### config.mk
export PLATFORM = sky130hd
export DESIGN_NAME = busrec_seq
export DESIGN_NICKNAME = d
export VERILOG_FILES = /design/src/rtl/busrec_pkg.sv /design/src/rtl/busrec_tick.sv /design/src/rtl/busrec_ctrl.sv /design/src/rtl/busrec_probe.sv /design/src/rtl/busrec_seq.sv
export SDC_FILE = /design/constraint.sdc
export NUM_CORES = 1
export LEC_CHECK = 0
export ABC_CLOCK_PERIOD_IN_PS = 3200
export BUFFER_PORTS_ARGS = -buffer_cell sky130_fd_sc_hd__buf_2
export CORE_UTILIZATION = 26
export DETAILED_ROUTE_END_ITERATION = 8
export GPL_ROUTABILITY_DRIVEN = 0
export PLACE_DENSITY_LB_ADDON = 0.05
export SYNTH_ARGS = -nofsm -noshare
export SYNTH_HDL_FRONTEND = slang
export SYNTH_SLANG_ARGS = --single-unit
### constraint.sdc
create_clock -name clk -period 3.2 [get_ports clk]
set_clock_uncertainty 0.05 [all_clocks]
set_input_delay 0.32 -clock clk [delete_from_list [all_inputs] [get_ports clk]]
set_output_delay 0.32 -clock clk [all_outputs]
set_load 0.05 [all_outputs]
### src/rtl/busrec_pkg.sv
// Package: step numbering and line patterns of the recovery run.
// Assumes one step equals one SCL half-period; the run has 28 steps.
package busrec_pkg;

    localparam int unsigned N_STEPS = 28;
    localparam int unsigned STEP_W  = $clog2(N_STEPS);

    localparam logic [STEP_W-1:0] STEP_PRE_START1 = STEP_W'(1);
    localparam logic [STEP_W-1:0] STEP_PRE_START2 = STEP_W'(23);
    localparam logic [STEP_W-1:0] STEP_STOP       = STEP_W'(27);
    localparam logic [STEP_W-1:0] STEP_LAST       = STEP_W'(N_STEPS - 1);

    // Released (1) or pulled low (0) for each line during one step.
    typedef struct packed {
        logic scl_rel;
        logic sda_rel;
    } lines_t;

    // Pattern of one step: bus free, START, nine released bits, START, STOP.
    function automatic lines_t step_lines(input logic [STEP_W-1:0] s);
        lines_t l;
        l = '{scl_rel: 1'b1, sda_rel: 1'b1};
        if (s <= STEP_W'(1)) begin
            l = '{scl_rel: 1'b1, sda_rel: 1'b1};
        end else if (s == STEP_W'(2)) begin
            l = '{scl_rel: 1'b1, sda_rel: 1'b0};
        end else if (s == STEP_W'(3)) begin
            l = '{scl_rel: 1'b0, sda_rel: 1'b0};
        end else if (s <= STEP_W'(22)) begin
            l = '{scl_rel: s[0], sda_rel: 1'b1};
        end else begin
            case (s)
                STEP_W'(23): l = '{scl_rel: 1'b1, sda_rel: 1'b1};
                STEP_W'(24): l = '{scl_rel: 1'b1, sda_rel: 1'b0};
                STEP_W'(25): l = '{scl_rel: 1'b0, sda_rel: 1'b0};
                STEP_W'(26): l = '{scl_rel: 1'b1, sda_rel: 1'b0};
                default:     l = '{scl_rel: 1'b1, sda_rel: 1'b1};
            endcase
        end
        return l;
    endfunction

    // Steps whose last cycle reads the bus back.
    function automatic logic is_probe_step(input logic [STEP_W-1:0] s);
        return (s == STEP_PRE_START1) || (s == STEP_PRE_START2) || (s == STEP_STOP);
    endfunction

endpackage

### src/rtl/busrec_tick.sv
// Half-period timer: pulses tick on the last cycle of every HALF_CYC-cycle step.
// Assumes clear restarts the count; counting only while en is high.
module busrec_tick #(
    parameter int unsigned HALF_CYC = 1000
) (
    input  logic clk,
    input  logic rst_n,
    input  logic clear,
    input  logic en,
    output logic tick
);
    localparam int unsigned CNT_W = (HALF_CYC > 1) ? $clog2(HALF_CYC) : 1;

    generate
        if (HALF_CYC == 1) begin : g_every
            assign tick = en;
        end else begin : g_count
            localparam logic [CNT_W-1:0] TOP = CNT_W'(HALF_CYC - 1);
            logic [CNT_W-1:0] cnt;

            // Count cycles within the current half-period.
            always_ff @(posedge clk) begin
                if (!rst_n || clear) begin
                    cnt <= '0;
                end else if (en) begin
                    cnt <= (cnt == TOP) ? '0 : cnt + CNT_W'(1);
                end
            end

            assign tick = en && (cnt == TOP);
        end
    endgenerate
endmodule

### src/rtl/busrec_ctrl.sv
// Run controller: launches a run after reset or on request, walks the 28 steps,
// and registers the open-drain enables from the next step.
// Assumes tick marks the last cycle of a step.
module busrec_ctrl
    import busrec_pkg::*;
(
    input  logic              clk,
    input  logic              rst_n,
    input  logic              start_i,
    input  logic              tick,
    output logic              launch,
    output logic              running,
    output logic [STEP_W-1:0] step,
    output logic              done,
    output logic              scl_oe,
    output logic              sda_oe
);
    logic              arm;
    logic              run_n;
    logic              done_n;
    logic [STEP_W-1:0] step_n;
    lines_t            lines_n;

    assign launch = !running && (arm || start_i);

    // Next run flag, step and end strobe.
    always_comb begin
        run_n  = running;
        step_n = step;
        done_n = 1'b0;
        if (launch) begin
            run_n  = 1'b1;
            step_n = '0;
        end else if (running && tick) begin
            if (step == STEP_LAST) begin
                run_n  = 1'b0;
                step_n = '0;
                done_n = 1'b1;
            end else begin
                step_n = step + STEP_W'(1);
            end
        end
        lines_n = step_lines(step_n);
    end

    // State and registered line enables; both lines released in reset and idle.
    always_ff @(posedge clk) begin
        if (!rst_n) begin
            arm     <= 1'b1;
            running <= 1'b0;
            step    <= '0;
            done    <= 1'b0;
            scl_oe  <= 1'b0;
            sda_oe  <= 1'b0;
        end else begin
            if (launch) arm <= 1'b0;
            running <= run_n;
            step    <= step_n;
            done    <= done_n;
            scl_oe  <= run_n && !lines_n.scl_rel;
            sda_oe  <= run_n && !lines_n.sda_rel;
        end
    end
endmodule

### src/rtl/busrec_probe.sv
// Bus read-back: synchronizes both lines and sets a sticky error when either
// reads low at the end of a check step. Assumes HALF_CYC > SYNC_STAGES.
module busrec_probe
    import busrec_pkg::*;
#(
    parameter int unsigned SYNC_STAGES = 2
) (
    input  logic              clk,
    input  logic              rst_n,
    input  logic              clear,
    input  logic              running,
    input  logic              tick,
    input  logic [STEP_W-1:0] step,
    input  logic              scl_i,
    input  logic              sda_i,
    output logic              err
);
    logic [SYNC_STAGES-1:0] scl_q;
    logic [SYNC_STAGES-1:0] sda_q;

    generate
        for (genvar g = 0; g < SYNC_STAGES; g++) begin : g_sync
            if (g == 0) begin : g_first
                // First synchronizer stage, idle value released.
                always_ff @(posedge clk) begin
                    if (!rst_n) begin
                        scl_q[0] <= 1'b1;
                        sda_q[0] <= 1'b1;
                    end else begin
                        scl_q[0] <= scl_i;
                        sda_q[0] <= sda_i;
                    end
                end
            end else begin : g_next
                // Later synchronizer stage.
                always_ff @(posedge clk) begin
                    if (!rst_n) begin
                        scl_q[g] <= 1'b1;
                        sda_q[g] <= 1'b1;
                    end else begin
                        scl_q[g] <= scl_q[g-1];
                        sda_q[g] <= sda_q[g-1];
                    end
                end
            end
        end
    endgenerate

    logic line_low;
    assign line_low = !scl_q[SYNC_STAGES-1] || !sda_q[SYNC_STAGES-1];

    // Sticky error, cleared when a run launches.
    always_ff @(posedge clk) begin
        if (!rst_n || clear) begin
            err <= 1'b0;
        end else if (running && tick && is_probe_step(step) && line_low) begin
            err <= 1'b1;
        end
    end
endmodule

### src/rtl/busrec_seq.sv
// Top: bus recovery sequencer for a two-wire serial EEPROM.
// Outputs are open-drain enables only; the lines' high level comes from pull-ups.
module busrec_seq #(
    parameter int unsigned HALF_CYC    = 1000,
    parameter int unsigned SYNC_STAGES = 2
) (
    input  logic clk,
    input  logic rst_n,
    input  logic start_i,
    input  logic scl_i,
    input  logic sda_i,
    output logic scl_oe,
    output logic sda_oe,
    output logic busy,
    output logic done,
    output logic err
);
    import busrec_pkg::*;

    logic              launch;
    logic              running;
    logic              tick;
    logic [STEP_W-1:0] step;

    busrec_tick #(.HALF_CYC(HALF_CYC)) u_tick (
        .clk   (clk),
        .rst_n (rst_n),
        .clear (launch),
        .en    (running),
        .tick  (tick)
    );

    busrec_ctrl u_ctrl (
        .clk     (clk),
        .rst_n   (rst_n),
        .start_i (start_i),
        .tick    (tick),
        .launch  (launch),
        .running (running),
        .step    (step),
        .done    (done),
        .scl_oe  (scl_oe),
        .sda_oe  (sda_oe)
    );

    busrec_probe #(.SYNC_STAGES(SYNC_STAGES)) u_probe (
        .clk     (clk),
        .rst_n   (rst_n),
        .clear   (launch),
        .running (running),
        .tick    (tick),
        .step    (step),
        .scl_i   (scl_i),
        .sda_i   (sda_i),
        .err     (err)
    );

    assign busy = running;
endmodule

### Word-level counts from Yosys, hierarchy flattened

Index checks and enable logic that the tools add are counted.

| storage, ports and cells | value |
|---|---|
| memory bits (writable) | 0 |
| memories kept | 0 |
| input port bits | 5 |
| output and inout bits | 5 |
| memory bits (read-only) | 0 |
| latch bits | 0 |
| register bits | 25 |

| cells by class | value |
|---|---|
| eq/ne operators | 9 |
| mux-type cells | 13 |
| $add $sub $neg | 2 |
| $lt $le $gt $ge | 2 |
| shift operators | 0 |
| reduce and logical (&&, ||, !) cells | 20 |
| multipliers | 0 |
| div/mod/pow operators | 0 |
| bitwise gates (word level) | 2 |

Operators with widths:

| operator | number |
|---|---|
| equality test 5 bit, second input constant | 5 |
| 2-to-1 mux 5 bit | 3 |
| adder 10 x 1 -> 10 bit, second input constant | 1 |
| equality test 10 bit, second input constant | 1 |
| equality test 5 x 2 -> 1 bit, second input constant | 2 |
| 2-to-1 mux 10 bit | 1 |
| 2-to-1 mux 2 bit | 4 |
| logical AND 1 bit | 7 |
| logical NOT 1 bit | 6 |
| adder 5 x 1 -> 5 bit, second input constant | 1 |
| equality test 5 x 1 -> 1 bit, second input constant | 1 |
| <= comparator 5 x 1 -> 1 bit, second input constant | 1 |
| <= comparator 5 bit, second input constant | 1 |
| logical OR 1 bit | 5 |
| 2-to-1 mux 1 bit | 4 |
| one-hot mux 2 bit (2 select lines) | 1 |
| OR reduction 3 bit | 1 |
| inverter 1 bit | 2 |
| OR reduction 2 bit | 1 |

### Depth between registers and ports, before layout

| depth | value |
|---|---|
| depth in word-level cells | 14 |
| mapped depth | 8 |

### Modules after synthesis

From an unflattened synthesis, not the netlist that was laid out.

| second synthesis, totals | value |
|---|---|
| cell total of the unflattened synthesis | 137 |
| area, all modules | 1276.2 µm² |

By module, submodules not included:

| module | instances | area an instance (µm²) | cells an instance |
|---|---|---|---|
| busrec_ctrl | 1 | 571.8 | 68 |
| busrec_tick | 1 | 529.3 | 53 |
| busrec_probe | 1 | 175.2 | 16 |

### Worst setup path before layout

OpenSTA, ideal clock, no wires.

| timing | value |
|---|---|
| path type | flip-flop to flip-flop |
| from | register u_ctrl.running |
| to | register u_ctrl.scl_oe |
| slack | 0.753 ns |
| stages on the path, launching flop included | 8 |
| data required time | 3.084 ns |
| clock period less this slack | 2.447 ns |
| buffers on the path | 1 |
| setup time | 0.066 ns |
| arrival | 2.331 ns |
| cells stage by stage | dfxtp_1 -> buf_4 -> o21ba_1 -> or3_4 -> mux2i_4 -> or4b_1 -> a31o_1 -> a21oi_2 |

| on the way | value |
|---|---|
| cells in the longest elaborated chain, start to end | 13 |
| elaborated cells on any way between the ends | 24 |
| classes of those cells | 2 x order compare; 5 x eq/ne; 10 x mux; 7 x reduce/logical |

RTL lines:

| element | line | text |
|---|---|---|
| start: declaration | busrec_ctrl.sv:12 | `output logic running,` |
| start signal: assignment | busrec_ctrl.sv:57 | `running <= run_n;` |
| logical AND 1 bit | busrec_tick.sv:30 | `assign tick = en && (cnt == TOP);` |
| logical AND 1 bit | busrec_ctrl.sv:34 | `end else if (running && tick) begin` |
| 2-to-1 mux 5 bit | busrec_ctrl.sv:34 |  |
| 2-to-1 mux 5 bit | busrec_ctrl.sv:31 | `if (launch) begin` |
| equality test 5 bit | busrec_pkg.sv:32 | `case (s)` |
| OR reduction 2 bit (no source line) | -- |  |
| one-hot mux 2 bit (2 select lines) | busrec_pkg.sv:32 |  |
| 2-to-1 mux 2 bit | busrec_pkg.sv:29 | `end else if (s <= STEP_W'(22)) begin` |
| 2-to-1 mux 2 bit | busrec_pkg.sv:27 | `end else if (s == STEP_W'(3)) begin` |
| 2-to-1 mux 2 bit | busrec_pkg.sv:25 | `end else if (s == STEP_W'(2)) begin` |
| 2-to-1 mux 2 bit | busrec_pkg.sv:23 | `if (s <= STEP_W'(1)) begin` |
| logical NOT 1 bit | busrec_ctrl.sv:60 | `scl_oe <= run_n && !lines_n.scl_rel;` |
| logical AND 1 bit * | busrec_ctrl.sv:60 |  |
| end signal: assignment | busrec_ctrl.sv:60 |  |
| end: declaration | busrec_ctrl.sv:15 | `output logic scl_oe,` |

Mark *: on every way between the ends. The rest lies on a longest branch, timed or not.
A chain may end at the register's enable or synchronous reset.

### Final worst setup path

| timing | value |
|---|---|
| from | register u_ctrl.step[0] |
| to | register u_ctrl.scl_oe |

| on the way | value |
|---|---|
| cells in the longest elaborated chain, start to end | 13 |
| elaborated cells on any way between the ends | 23 |
| classes of those cells | 1 x add/sub; 2 x order compare; 6 x eq/ne; 11 x mux; 3 x reduce/logical |

RTL lines:

| element | line | text |
|---|---|---|
| start: declaration | busrec_ctrl.sv:13 | `output logic [STEP_W-1:0] step,` |
| start signal: assignment | busrec_ctrl.sv:58 | `step <= step_n;` |
| adder 5 x 1 -> 5 bit or equality test 5 bit (tied branches) | busrec_ctrl.sv:40, busrec_ctrl.sv:35 |  |
| 2-to-1 mux 5 bit | busrec_ctrl.sv:35 | `if (step == STEP_LAST) begin` |
| 2-to-1 mux 5 bit | busrec_ctrl.sv:34 |  |
| 2-to-1 mux 5 bit | busrec_ctrl.sv:31 |  |
| equality test 5 bit | busrec_pkg.sv:32 |  |
| OR reduction 2 bit (no source line) | -- |  |
| one-hot mux 2 bit (2 select lines) | busrec_pkg.sv:32 |  |
| 2-to-1 mux 2 bit | busrec_pkg.sv:29 |  |
| 2-to-1 mux 2 bit | busrec_pkg.sv:27 |  |
| 2-to-1 mux 2 bit | busrec_pkg.sv:25 |  |
| 2-to-1 mux 2 bit | busrec_pkg.sv:23 |  |
| logical NOT 1 bit | busrec_ctrl.sv:60 |  |
| logical AND 1 bit * | busrec_ctrl.sv:60 |  |

Marks and branches as above.

==> flow_metrics.tcl <==
set metrics [dict create \
    grt_pass1_wl_um 4740 \
    cp.required_ns 3.36 \
    drive_gt1_share_pct 12.9 \
    top_layer "met4" \
    cts_setup_buffers 0 \
    p_per_area_mw_per_mm2 382 \
    die_y_um 72.2 \
    fp-row-count 25 \
    grt_pass1_vias 956 \
    routed_wl_um 2740 \
    endpoint_kind "flip-flop" \
    cts_hold_buf 0 \
    cts_sinks 25 \
    grt_use_total_pct 11.9 \
    syn_area_mm2 0.00128 \
    ys_ff_latch 25 \
    slowest_delay_ns 0.45 \
    vias 1003 \
    worst-path-buf-inv 0 \
    r2r_start "u_ctrl.step[0]" \
    initial_utilization_pct 27.1 \
    min_path_type "in2reg" \
    synth_edf_count 0 \
    multiInputGateArea_um2 718 \
    cts.path.max_buffers 2 \
    ys_warn_count 0 \
    cp_top_family "simple AND/OR/NAND/NOR gates" \
    fp.dieW_um 72.2 \
    die_area_mm2 0.00521 \
    viasPerCell 4.69 \
    fin_tns_setup_ns 0 \
    cts_made_buffers 3 \
    root_buffer "clkbuf_8" \
    async_flop_share_pct 0 \
    holdWs_ns 0.179 \
    max-slew-margin-rel_pct 46.9 \
    drtPass1Iterations 4 \
    clk_latency_ns 0.27 \
    nNetsFinal 156 \
    fillerInstances 506 \
    clock.fmax_ghz 0.413 \
    ant_nets 0 \
    fin_crit_sh_pct 75.6 \
    met3_length_um 132 \
    yosysSeqAreaShare_pct 39.1 \
    crit_path_top_delay_cell "or4b_1" \
    rsz0062_at_grt "false" \
    wl_per_cell_um 12.8 \
    cts_tree "built" \
    outcome "completed" \
    diodes 0 \
    area_growth_pct 9.68 \
    dp_hpwl_um 2020 \
    hold_viol 0 \
    worst-setup-path-type "reg2reg" \
    core_mm2 0.00472 \
    cts.reportedPaths.clkPinSlew_ns 0.08 \
    port_buffers 9 \
    io-pin-count 10 \
    antenna_found_initial 0 \
    grt_remaining_overflow 0 \
    path_cells "ha_1 > and4b_1 > or3_4 > mux2i_4 > or4b_1 > a31o_1 > a21oi_2" \
    slew_viol_final 0 \
    cts_resized 0 \
    tightest_slew_ns 0.786 \
    syn_inst 140 \
    synth_nets 148 \
    regArea_um2 500 \
    cts.htree.levels 1 \
    drc 0 \
    min_from "sda_i" \
    setup-violations-final 0 \
    total_leakage_power_nw 0.478 \
    vdd_drop_max_mv 0.148 \
    postSynthAreaPerCell_um2 9.14 \
    grt_max_degree 14 \
    ys.flop_type "dfxtp_1" \
    drtIter0Drc 33 \
    synth_cell_type_count 47 \
    arrival_ns 2.58 \
    crit_start "u_ctrl.step[0]" \
    m1WireLength_um 1360 \
    worstPathMaxFanout 10 \
    period_needed_ns 2.42 \
    wl_met2_um 1190 \
    startpoint_type "flip-flop" \
    drv_cap 0 \
]
==> cells by family (layout without fill, tap and decap cells) <==
group,count (synthesis),count (layout),synth area share (%)
and+or+nand+nor,70,70,30.7
adders and majority gates,3,3,2.93
DFF,25,25,39.1
AOI/OAI and AO/OA,21,21,13.0
xor gates and xnor gates,9,9,6.16
buffers and inverters,9,16,4.79
muxes,3,3,3.32
==> path summary, 6_finish.rpt <==
| path | end | slack [ns] | cells after the start |
|---|---|---|---|
| min | u_probe.sda_q[0] | 0.18 | 2 |
| max reg2reg | u_ctrl.scl_oe | 0.78 | 7 |
| max | u_ctrl.scl_oe | 0.78 | 7 |
| min reg2reg | u_probe.scl_q[1] | 0.38 | 1 |
==> flip-flops by register name (all words and copies together) (netlist names) <==
| name | cells |
|---|---|
| u_probe.scl_q | 2 |
| u_ctrl.arm | 1 |
| u_ctrl.step | 5 |
| u_ctrl.sda_oe | 1 |
| u_ctrl.running | 1 |
| u_ctrl.done | 1 |
| u_tick.g_count.cnt | 10 |
| u_ctrl.scl_oe | 1 |
| u_probe.err | 1 |
| u_probe.sda_q | 2 |
==> routing by layer <==
layer,vias up,track usage (%)
met5,-,0
met4,0,6.10
met3,4,2.36
met2,26,18.5
met1,458,15.8
li1,515,-
==> metrics by stage <==
stage	power (mW)	cell area, um2	utilization [%]	std cells	setup slack, ns
floorplan	0.349	1280	-	140	0.753
global placement	0.358	1360	28.8	210	0.860
detailed placement	0.359	1360	28.8	210	0.815
CTS	0.545	1400	29.7	214	0.791
global route	0.564	1400	29.7	214	0.607
finish	0.536	1400	29.7	214	0.781
==> cell usage after synthesis (all sizes together), types with 2 or more instances <==
| library cell | count | share of area [%] |
|---|---|---|
| a211oi | 2 | 1.2 |
| a21oi | 6 | 2.6 |
| and2 | 5 | 2.5 |
| and3 | 2 | 1.1 |
| and4b | 2 | 1.6 |
| buf | 5 | 3.6 |
| dfxtp | 25 | 39 |
| ha | 3 | 2.9 |
| inv | 3 | 0.88 |
| mux2i | 3 | 3.3 |
| nand2 | 14 | 4.1 |
| nand2b | 4 | 2.0 |
| nand3 | 8 | 4.1 |
| nand3b | 2 | 1.2 |
| nand4 | 3 | 1.5 |
| nand4b | 3 | 2.1 |
| nor2 | 17 | 5.0 |
| nor3 | 2 | 0.78 |
| nor4 | 2 | 0.98 |
| o21bai | 2 | 1.2 |
| o311ai | 2 | 1.4 |
| or3 | 2 | 1.4 |
| xnor2 | 4 | 2.7 |
| xor2 | 5 | 3.4 |
==> cell type report <==
class | instances | area share (%)
inverters | 3 | 0.802
flip-flops and latches | 25 | 35.7
multi-input cells | 106 | 51.2
repair buffers | 9 | 3.21
clock buffers | 4 | 3.21
well taps | 67 | 5.97
==> power breakdown <==
group	total, mW	internal (mW)	switching [mW]	leakage (nW)
logic	0.0296	0.0108	0.0188	0.252
registers	0.321	0.316	0.00489	0.203
clock network	0.185	0.0891	0.0960	0.0228
==> layout by cell type, fill, tap and decap left out, drive strengths merged, types with 2 or more instances in the layout <==
cell type and n:
or3 2, buf 9, dfxtp 25, a211oi 2
nor4 2, mux2i 3, inv 3, nor3 2
and4b 2, nand2b 4, a21oi 6, nor2 17
clkbuf 4, ha 3, nand3 8, and2 5
and3 2, xnor2 4, xor2 5, o311ai 2
o21bai 2, nand2 14, nand4b 3, nand4 3
nand3b 2
No activity file was read; power rests on OpenSTA's default activity.
